$ cat src/rtl/cxp_pkg.sv
package cxp_pkg;
  localparam int REG_W = 3;
  localparam int OP_W  = 5;
  localparam int OFF_W = 6;
  localparam int CRF_W = 3;
  localparam int CRB_W = 2;
  localparam int FLAG_N = 6;

  typedef enum logic [OP_W-1:0] {
    OP_NONE  = 5'd0,
    OP_B     = 5'd1,
    OP_BCLR  = 5'd2,
    OP_LD    = 5'd3,
    OP_ST    = 5'd4,
    OP_FLD   = 5'd5,
    OP_FST   = 5'd6,
    OP_MCRF  = 5'd7,
    OP_CBANK = 5'd8,
    OP_ADD   = 5'd9,
    OP_MUL   = 5'd10,
    OP_SUB   = 5'd11,
    OP_NEG   = 5'd12,
    OP_AND   = 5'd13,
    OP_NAND  = 5'd14,
    OP_OR    = 5'd15,
    OP_NOR   = 5'd16,
    OP_NOT   = 5'd17,
    OP_FADD  = 5'd18,
    OP_FSUB  = 5'd19,
    OP_FNEG  = 5'd20,
    OP_FMUL  = 5'd21
  } cxp_op_e;
endpackage

$ cat src/rtl/cxp_offset.sv
module cxp_offset #(
  parameter int FIELD_W = 6,
  parameter int IMM_W   = 16
) (
  input  logic [FIELD_W-1:0] off_field,
  output logic [IMM_W-1:0]   byte_disp
);
  localparam int PAD_W = IMM_W - FIELD_W - 1;

  // signed 2-byte units to byte displacement
  assign byte_disp = {{PAD_W{off_field[FIELD_W-1]}}, off_field, 1'b0};
endmodule

$ cat src/rtl/cxp_decode.sv
module cxp_decode
  import cxp_pkg::*;
#(
  parameter int IMM_W = 16
) (
  input  logic [10:0]       pcl,
  input  logic [IMM_W-1:0]  br_disp,
  output cxp_op_e           op,
  output logic [REG_W-1:0]  rd,
  output logic [REG_W-1:0]  ra,
  output logic [REG_W-1:0]  rb,
  output logic [IMM_W-1:0]  imm,
  output logic [CRF_W-1:0]  crf,
  output logic [CRB_W-1:0]  crbit,
  output logic              link,
  output logic              rec,
  output logic              cond_en,
  output logic              cond_inv,
  output logic              illegal,
  output logic              nop
);
  logic [2:0]       grp;
  logic             var_b;
  logic [REG_W-1:0] fx;
  logic [REG_W-1:0] fy;
  logic             mbit;
  logic             y_zero;

  assign grp    = pcl[10:8];
  assign var_b  = pcl[7];
  assign fx     = pcl[6:4];
  assign fy     = pcl[3:1];
  assign mbit   = pcl[0];
  assign y_zero = (fy == '0);

  always_comb begin
    op       = OP_NONE;
    rd       = '0;
    ra       = '0;
    rb       = '0;
    imm      = '0;
    crf      = '0;
    crbit    = '0;
    link     = 1'b0;
    rec      = 1'b0;
    cond_en  = 1'b0;
    cond_inv = 1'b0;
    illegal  = 1'b0;
    nop      = 1'b0;
    case (grp)
      3'd0: begin
        if (pcl[6:1] != '0) begin
          op   = OP_B;
          link = var_b;
          imm  = br_disp;
        end else if (!mbit && var_b) begin
          nop = 1'b1;
        end else begin
          illegal = 1'b1;
        end
      end
      3'd1: begin
        if (!var_b) begin
          op       = OP_BCLR;
          link     = fx[2];
          crbit    = fx[1:0];
          cond_en  = fy[2];
          cond_inv = fy[1];
        end else if (fx[2]) begin
          ra = {1'b0, fx[1:0]};
          rb = {1'b0, fy[1:0]};
          if (!fy[2]) begin
            op = OP_FLD;
            rd = {1'b0, fy[1:0]};
          end else begin
            op = OP_FST;
          end
        end else begin
          op  = OP_MCRF;
          crf = {1'b0, fx[1:0]};
          ra  = fy;
        end
      end
      3'd2: begin
        if (var_b || !y_zero) begin
          op = var_b ? OP_MUL : OP_ADD;
          rd = fx;
          rb = fx;
          ra = fy;
        end else begin
          op  = OP_CBANK;
          imm = {{(IMM_W-REG_W){1'b0}}, fx};
        end
      end
      3'd3: begin
        rec = 1'b1;
        crf = {2'b00, var_b};
        rd  = fx;
        rb  = fx;
        ra  = fy;
        if (var_b) op = y_zero ? OP_FNEG : OP_FSUB;
        else       op = y_zero ? OP_NEG  : OP_SUB;
      end
      3'd4, 3'd5: begin
        if (!y_zero) begin
          rd = fx;
          rb = fx;
          ra = fy;
          case ({grp[0], var_b})
            2'b00:   op = OP_AND;
            2'b01:   op = OP_NAND;
            2'b10:   op = OP_OR;
            default: op = OP_NOR;
          endcase
        end else if (grp[0] && var_b) begin
          op = OP_NOT;
          rd = fx;
          rb = fx;
        end else begin
          illegal = 1'b1;
        end
      end
      3'd6: begin
        if (!y_zero) begin
          op = var_b ? OP_FMUL : OP_FADD;
          rd = fx;
          rb = fx;
          ra = fy;
        end else begin
          illegal = 1'b1;
        end
      end
      default: begin
        if (fx[2] || fy[2]) begin
          illegal = 1'b1;
        end else begin
          ra = {1'b0, fx[1:0]};
          rb = {1'b0, fy[1:0]};
          if (!var_b) begin
            op = OP_LD;
            rd = {1'b0, fy[1:0]};
          end else begin
            op = OP_ST;
          end
        end
      end
    endcase
  end
endmodule

$ cat src/rtl/cxp_stage.sv
module cxp_stage #(
  parameter int W = 8
) (
  input  logic         clk,
  input  logic         rst_n,
  input  logic         in_valid,
  output logic         in_ready,
  input  logic [W-1:0] in_data,
  output logic         out_valid,
  input  logic         out_ready,
  output logic [W-1:0] out_data
);
  logic [1:0]   sync_q;
  logic         run;
  logic         load_en;
  logic         valid_d;
  logic         valid_q;
  logic [W-1:0] data_q;

  always_ff @(posedge clk or negedge rst_n) begin
    if (!rst_n) sync_q <= 2'b00;
    else        sync_q <= {sync_q[0], 1'b1};
  end
  assign run = sync_q[1];

  assign in_ready = run && (!valid_q || out_ready);
  assign load_en  = in_valid && in_ready;

  always_comb begin
    valid_d = valid_q;
    if (load_en)        valid_d = 1'b1;
    else if (out_ready) valid_d = 1'b0;
  end

  always_ff @(posedge clk or negedge rst_n) begin
    if (!rst_n) begin
      valid_q <= 1'b0;
      data_q  <= '0;
    end else begin
      valid_q <= valid_d;
      if (load_en) data_q <= in_data;
    end
  end

  assign out_valid = valid_q;
  assign out_data  = data_q;
endmodule

$ cat src/rtl/cxp_expand.sv
module cxp_expand
  import cxp_pkg::*;
#(
  parameter int IMM_W = 16
) (
  input  logic             clk,
  input  logic             rst_n,
  input  logic             in_valid,
  output logic             in_ready,
  input  logic [15:0]      parcel,
  output logic             out_valid,
  input  logic             out_ready,
  output logic [4:0]       out_op,
  output logic [2:0]       out_rd,
  output logic [2:0]       out_ra,
  output logic [2:0]       out_rb,
  output logic [IMM_W-1:0] out_imm,
  output logic [2:0]       out_crf,
  output logic [1:0]       out_crbit,
  output logic             out_link,
  output logic             out_rec,
  output logic             out_cond_en,
  output logic             out_cond_inv,
  output logic             out_illegal,
  output logic             out_nop
);
  localparam int DESC_W = OP_W + 3*REG_W + IMM_W + CRF_W + CRB_W + FLAG_N;

  logic [IMM_W-1:0]  br_disp;
  cxp_op_e           d_op;
  logic [REG_W-1:0]  d_rd, d_ra, d_rb;
  logic [IMM_W-1:0]  d_imm;
  logic [CRF_W-1:0]  d_crf;
  logic [CRB_W-1:0]  d_crbit;
  logic              d_link, d_rec, d_cen, d_cinv, d_ill, d_nop;
  logic [DESC_W-1:0] desc_d;
  logic [DESC_W-1:0] desc_q;
  logic              unused_hi;

  // upper five parcel bits belong to the other encoding mode
  assign unused_hi = ^parcel[15:11];

  cxp_offset #(.FIELD_W(OFF_W), .IMM_W(IMM_W)) u_off (
    .off_field (parcel[6:1]),
    .byte_disp (br_disp)
  );

  cxp_decode #(.IMM_W(IMM_W)) u_dec (
    .pcl      (parcel[10:0]),
    .br_disp  (br_disp),
    .op       (d_op),
    .rd       (d_rd),
    .ra       (d_ra),
    .rb       (d_rb),
    .imm      (d_imm),
    .crf      (d_crf),
    .crbit    (d_crbit),
    .link     (d_link),
    .rec      (d_rec),
    .cond_en  (d_cen),
    .cond_inv (d_cinv),
    .illegal  (d_ill),
    .nop      (d_nop)
  );

  assign desc_d = {d_op, d_rd, d_ra, d_rb, d_imm, d_crf, d_crbit,
                   d_link, d_rec, d_cen, d_cinv, d_ill, d_nop};

  cxp_stage #(.W(DESC_W)) u_stage (
    .clk       (clk),
    .rst_n     (rst_n),
    .in_valid  (in_valid),
    .in_ready  (in_ready),
    .in_data   (desc_d),
    .out_valid (out_valid),
    .out_ready (out_ready),
    .out_data  (desc_q)
  );

  assign {out_op, out_rd, out_ra, out_rb, out_imm, out_crf, out_crbit,
          out_link, out_rec, out_cond_en, out_cond_inv, out_illegal, out_nop} = desc_q;
endmodule

$ cat config.mk
export PLATFORM = sky130hd
export DESIGN_NAME = cxp_expand
export DESIGN_NICKNAME = d
export VERILOG_FILES = /design/src/rtl/cxp_pkg.sv /design/src/rtl/cxp_offset.sv /design/src/rtl/cxp_decode.sv /design/src/rtl/cxp_stage.sv /design/src/rtl/cxp_expand.sv
export SDC_FILE = /design/constraint.sdc
export NUM_CORES = 1
export LEC_CHECK = 0
export BUFFER_PORTS_ARGS = -buffer_cell sky130_fd_sc_hd__clkbuf_2
export CELL_PAD_IN_SITES_DETAIL_PLACEMENT = 0
export CELL_PAD_IN_SITES_GLOBAL_PLACEMENT = 2
export CORE_UTILIZATION = 29
export CTS_CLUSTER_SIZE = 12
export DETAILED_ROUTE_END_ITERATION = 6
export GPL_TIMING_DRIVEN = 0
export PLACE_DENSITY = 0.85
export SLEW_MARGIN = 0
export SYNTH_ARGS = -nofsm -noshare
export SYNTH_HDL_FRONTEND = slang
export SYNTH_SLANG_ARGS = --single-unit
$ cat constraint.sdc
create_clock -name clk -period 1.95 [get_ports clk]
set_input_delay 0.0975 -clock clk [delete_from_list [all_inputs] [get_ports clk]]
set_output_delay 0.0975 -clock clk [all_outputs]
set_load 0.01 [all_outputs]
==> flow_summary.ini <==
[run_status]
status = completed

[layout]
fin_area_mm2 = 0.002420
area_growth_pct = 24.94
fillerInstances = 685
nets = 302
antenna_cells = 0
fin_cells = 356
final_layout_size_suffix_gt1_share_pct = 32.26

[clock_tree]
clock-sinks = 33
cts_buffers = 5
clock_path_buffers = 2
htree_num_levels = 2
cts_resized = 0
clock_latency_ps = 290
root_buffer = clkbuf_8
cts_tree = built
clk_pin_slew_ps = 70
post_cts_buffers = 0

[timing]
hold_viol_final = 0
fin_crit_sh_pct = 85.93
setup_ws_ps = 274.3
slew_headroom_pct = 44.93
tightest_slew_ps = 826.1
skew_ps = 4.731
setup_violations = 0
fin_tns_setup_ps = 0
rsz0062_at_grt = no
max_freq_ghz = 0.5968
min_period_ps = 1676
drv_slew = 0

[floorplanning]
ios = 63
core_area_mm2 = 0.006386
initial_core_util_pct = 30.33
die_y_um = 83.73
die-area_mm2 = 0.007010
die_w_um = 83.73
rows = 29

[logic_synthesis]
synth_ff_type = dfrtp_1
synth.distinct_cells = 49
synth_edf_count = 0
syn-cell-area_mm2 = 0.001937
ys_ff_latch = 33
ys_seq_area_share_pct = 42.64
syn_inst = 218
synth-async-reset-ratio_pct = 100.0
synthesis.nets = 242
avgSynthCellArea_um2 = 8.885
yosys_warnings = 0

[worst_hold_path]
hold_path.class = input port to flop

[route]
avgViaCountPerCell = 5.028
drt_iter0_drc = 84
ant_nets = 0
wl_per_cell_um = 15.52
drc = 0
drt_pass1_iterations = 5
vias = 1790
routed_wl_um = 5525

[global_route]
grt_pass1_vias = 1673
track_usage_pct = 16.96
grt_max_degree = 34
grt_pass1_wl_um = 9225
overflow = 0
grt_antenna_before_repair = 0

[critical_path]
cp.required_ps = 2130
startpoint_type = flop
end_kind = flop
worstPathMaxFanout = 10
setup.worst_path.class = flop to flop
arrival_ps = 1850

[power]
power_leakage_uw = 0.001192
p_per_area_mw_per_mm2 = 783.8
ir_drop_uv = 360.5
total_power_uw = 1897

[placed_design]
pre_cts_ws_ps = 257.3
post_dp_cell_area_mm2 = 0.002293
dp.cells = 347
finalWeightedCongestion = 0.8639
dp_hpwl_um = 4079
portBuffers = 52

[run]
max_cap_viol_count = 0
## synth_stat cells (all sizes together), types with 4 or more instances
| master | number | area, um2 |
|---|---|---|
| a21oi | 12 | 60.06 |
| o21ai | 10 | 50.05 |
| o31ai | 4 | 35.03 |
| clkbuf | 4 | 15.01 |
| nand3 | 12 | 65.06 |
| nand2 | 28 | 105.1 |
| nor2 | 22 | 82.58 |
| inv | 6 | 22.52 |
| nand2b | 4 | 25.02 |
| a221oi | 5 | 43.79 |
| ha | 4 | 50.05 |
| dfrtp | 33 | 825.8 |
| nor3 | 9 | 66.32 |
| buf | 24 | 161.4 |
| a31oi | 4 | 25.02 |
## flip-flops by register name, summed over array words and instances (netlist names)
register / count
u_stage.sync_q: 2
u_stage.out_valid: 1
u_stage.out_data: 30
## area by class of cell
cell class              instances  area [um2]  area share [%]
plain buffers                  28       176.4           7.291
clock buffers                   7       86.33           3.568
clock inverters                 1       30.03           1.241
inverters                       6       22.52          0.9307
multi-input cells             151       912.1           37.69
flip-flops and latches         33       825.8           34.13
well taps                      77       96.34           3.981
repair buffers                 53       270.3           11.17
## timing repair
action | 4_1_cts | 5_1_grt
hold buffers | 1 | 0
hold endpoints to repair | 33 | 0
endpoints found under the setup margin | 0 | 0
## routing by layer
metal / up-vias / GRT usage, % / wire (um)
li1: 879 / - / -
met1: 846 / 24.81 / 2695
met2: 57 / 24.46 / 2457
met3: 8 / 4.352 / 288
met4: 0 / 4.931 / 83
met5: - / 0 / 0
## cells in the final DEF, fill, tap and decap left out, types with 6 or more instances in the layout
cell      instances
clkbuf_2         52
dfrtp_1          33
nand2_1          28
nor2_1           22
buf_4            12
a21oi_1          12
nand3_1          11
o21ai_0          10
buf_2             9
inv_1             6
nor3_1            6
clkbuf_8          6
## power breakdown
group / switching [uW] / total (uW) / internal [uW] / leakage, uW
clock network: 266 / 683 / 417 / 0.0000585
registers: 40.1 / 798 / 757 / 0.000419
logic: 249 / 417 / 168 / 0.000715
total: 555 / 1900 / 1340 / 0.00119
## metrics by stage
| step | hold slack (ps) | utilization [%] |
|---|---|---|
| 6_report | 98.15 | 37.89 |
| 5_1_grt | 93.72 | 37.89 |
| 4_1_cts | 93.43 | 37.89 |
| 3_5_place_dp | 240.4 | 35.91 |
| 3_3_place_gp | 240.1 | 35.91 |
| 2_1_floorplan | -198.1 | - |
## cell families (layout without fill, tap and decap cells)
family | Yosys count | in the layout | share of synthesized area (%)
other cells | 2 | 2 | 0.3877
mux | 1 | 1 | 0.5168
simple gates | 93 | 93 | 25.65
fa+ha+maj | 4 | 4 | 2.584
buf+inv | 34 | 95 | 10.27
compound gates | 51 | 51 | 17.96
flops | 33 | 33 | 42.64
## final timing paths
kind,startpoint,to,depth (start not counted),slack [ps]
worst max-delay path,u_stage.out_valid$_DFFE_PN0P_,u_stage.out_data[37]$_DFFE_PN0P_,5,270
worst min register to register,u_stage.sync_q[0]$_DFF_PN0_,u_stage.sync_q[1]$_DFF_PN0_,0,360
max in group asynchronous,rst_n,u_stage.out_data[3]$_DFFE_PN0P_,2,990
min in group asynchronous,rst_n,u_stage.out_data[16]$_DFFE_PN0P_,2,430
worst max register to register,u_stage.out_valid$_DFFE_PN0P_,u_stage.out_data[37]$_DFFE_PN0P_,5,270
worst min-delay path,parcel[2],u_stage.out_data[2]$_DFFE_PN0P_,3,100
## critical path: stages (launching register included)
cell and delay, ps:
dfrtp_1 380, nand2b_1 120, and3_1 260, clkbuf_1 370, nand3_1 130, o32a_1 300
(Power assumes the default switching activity.)
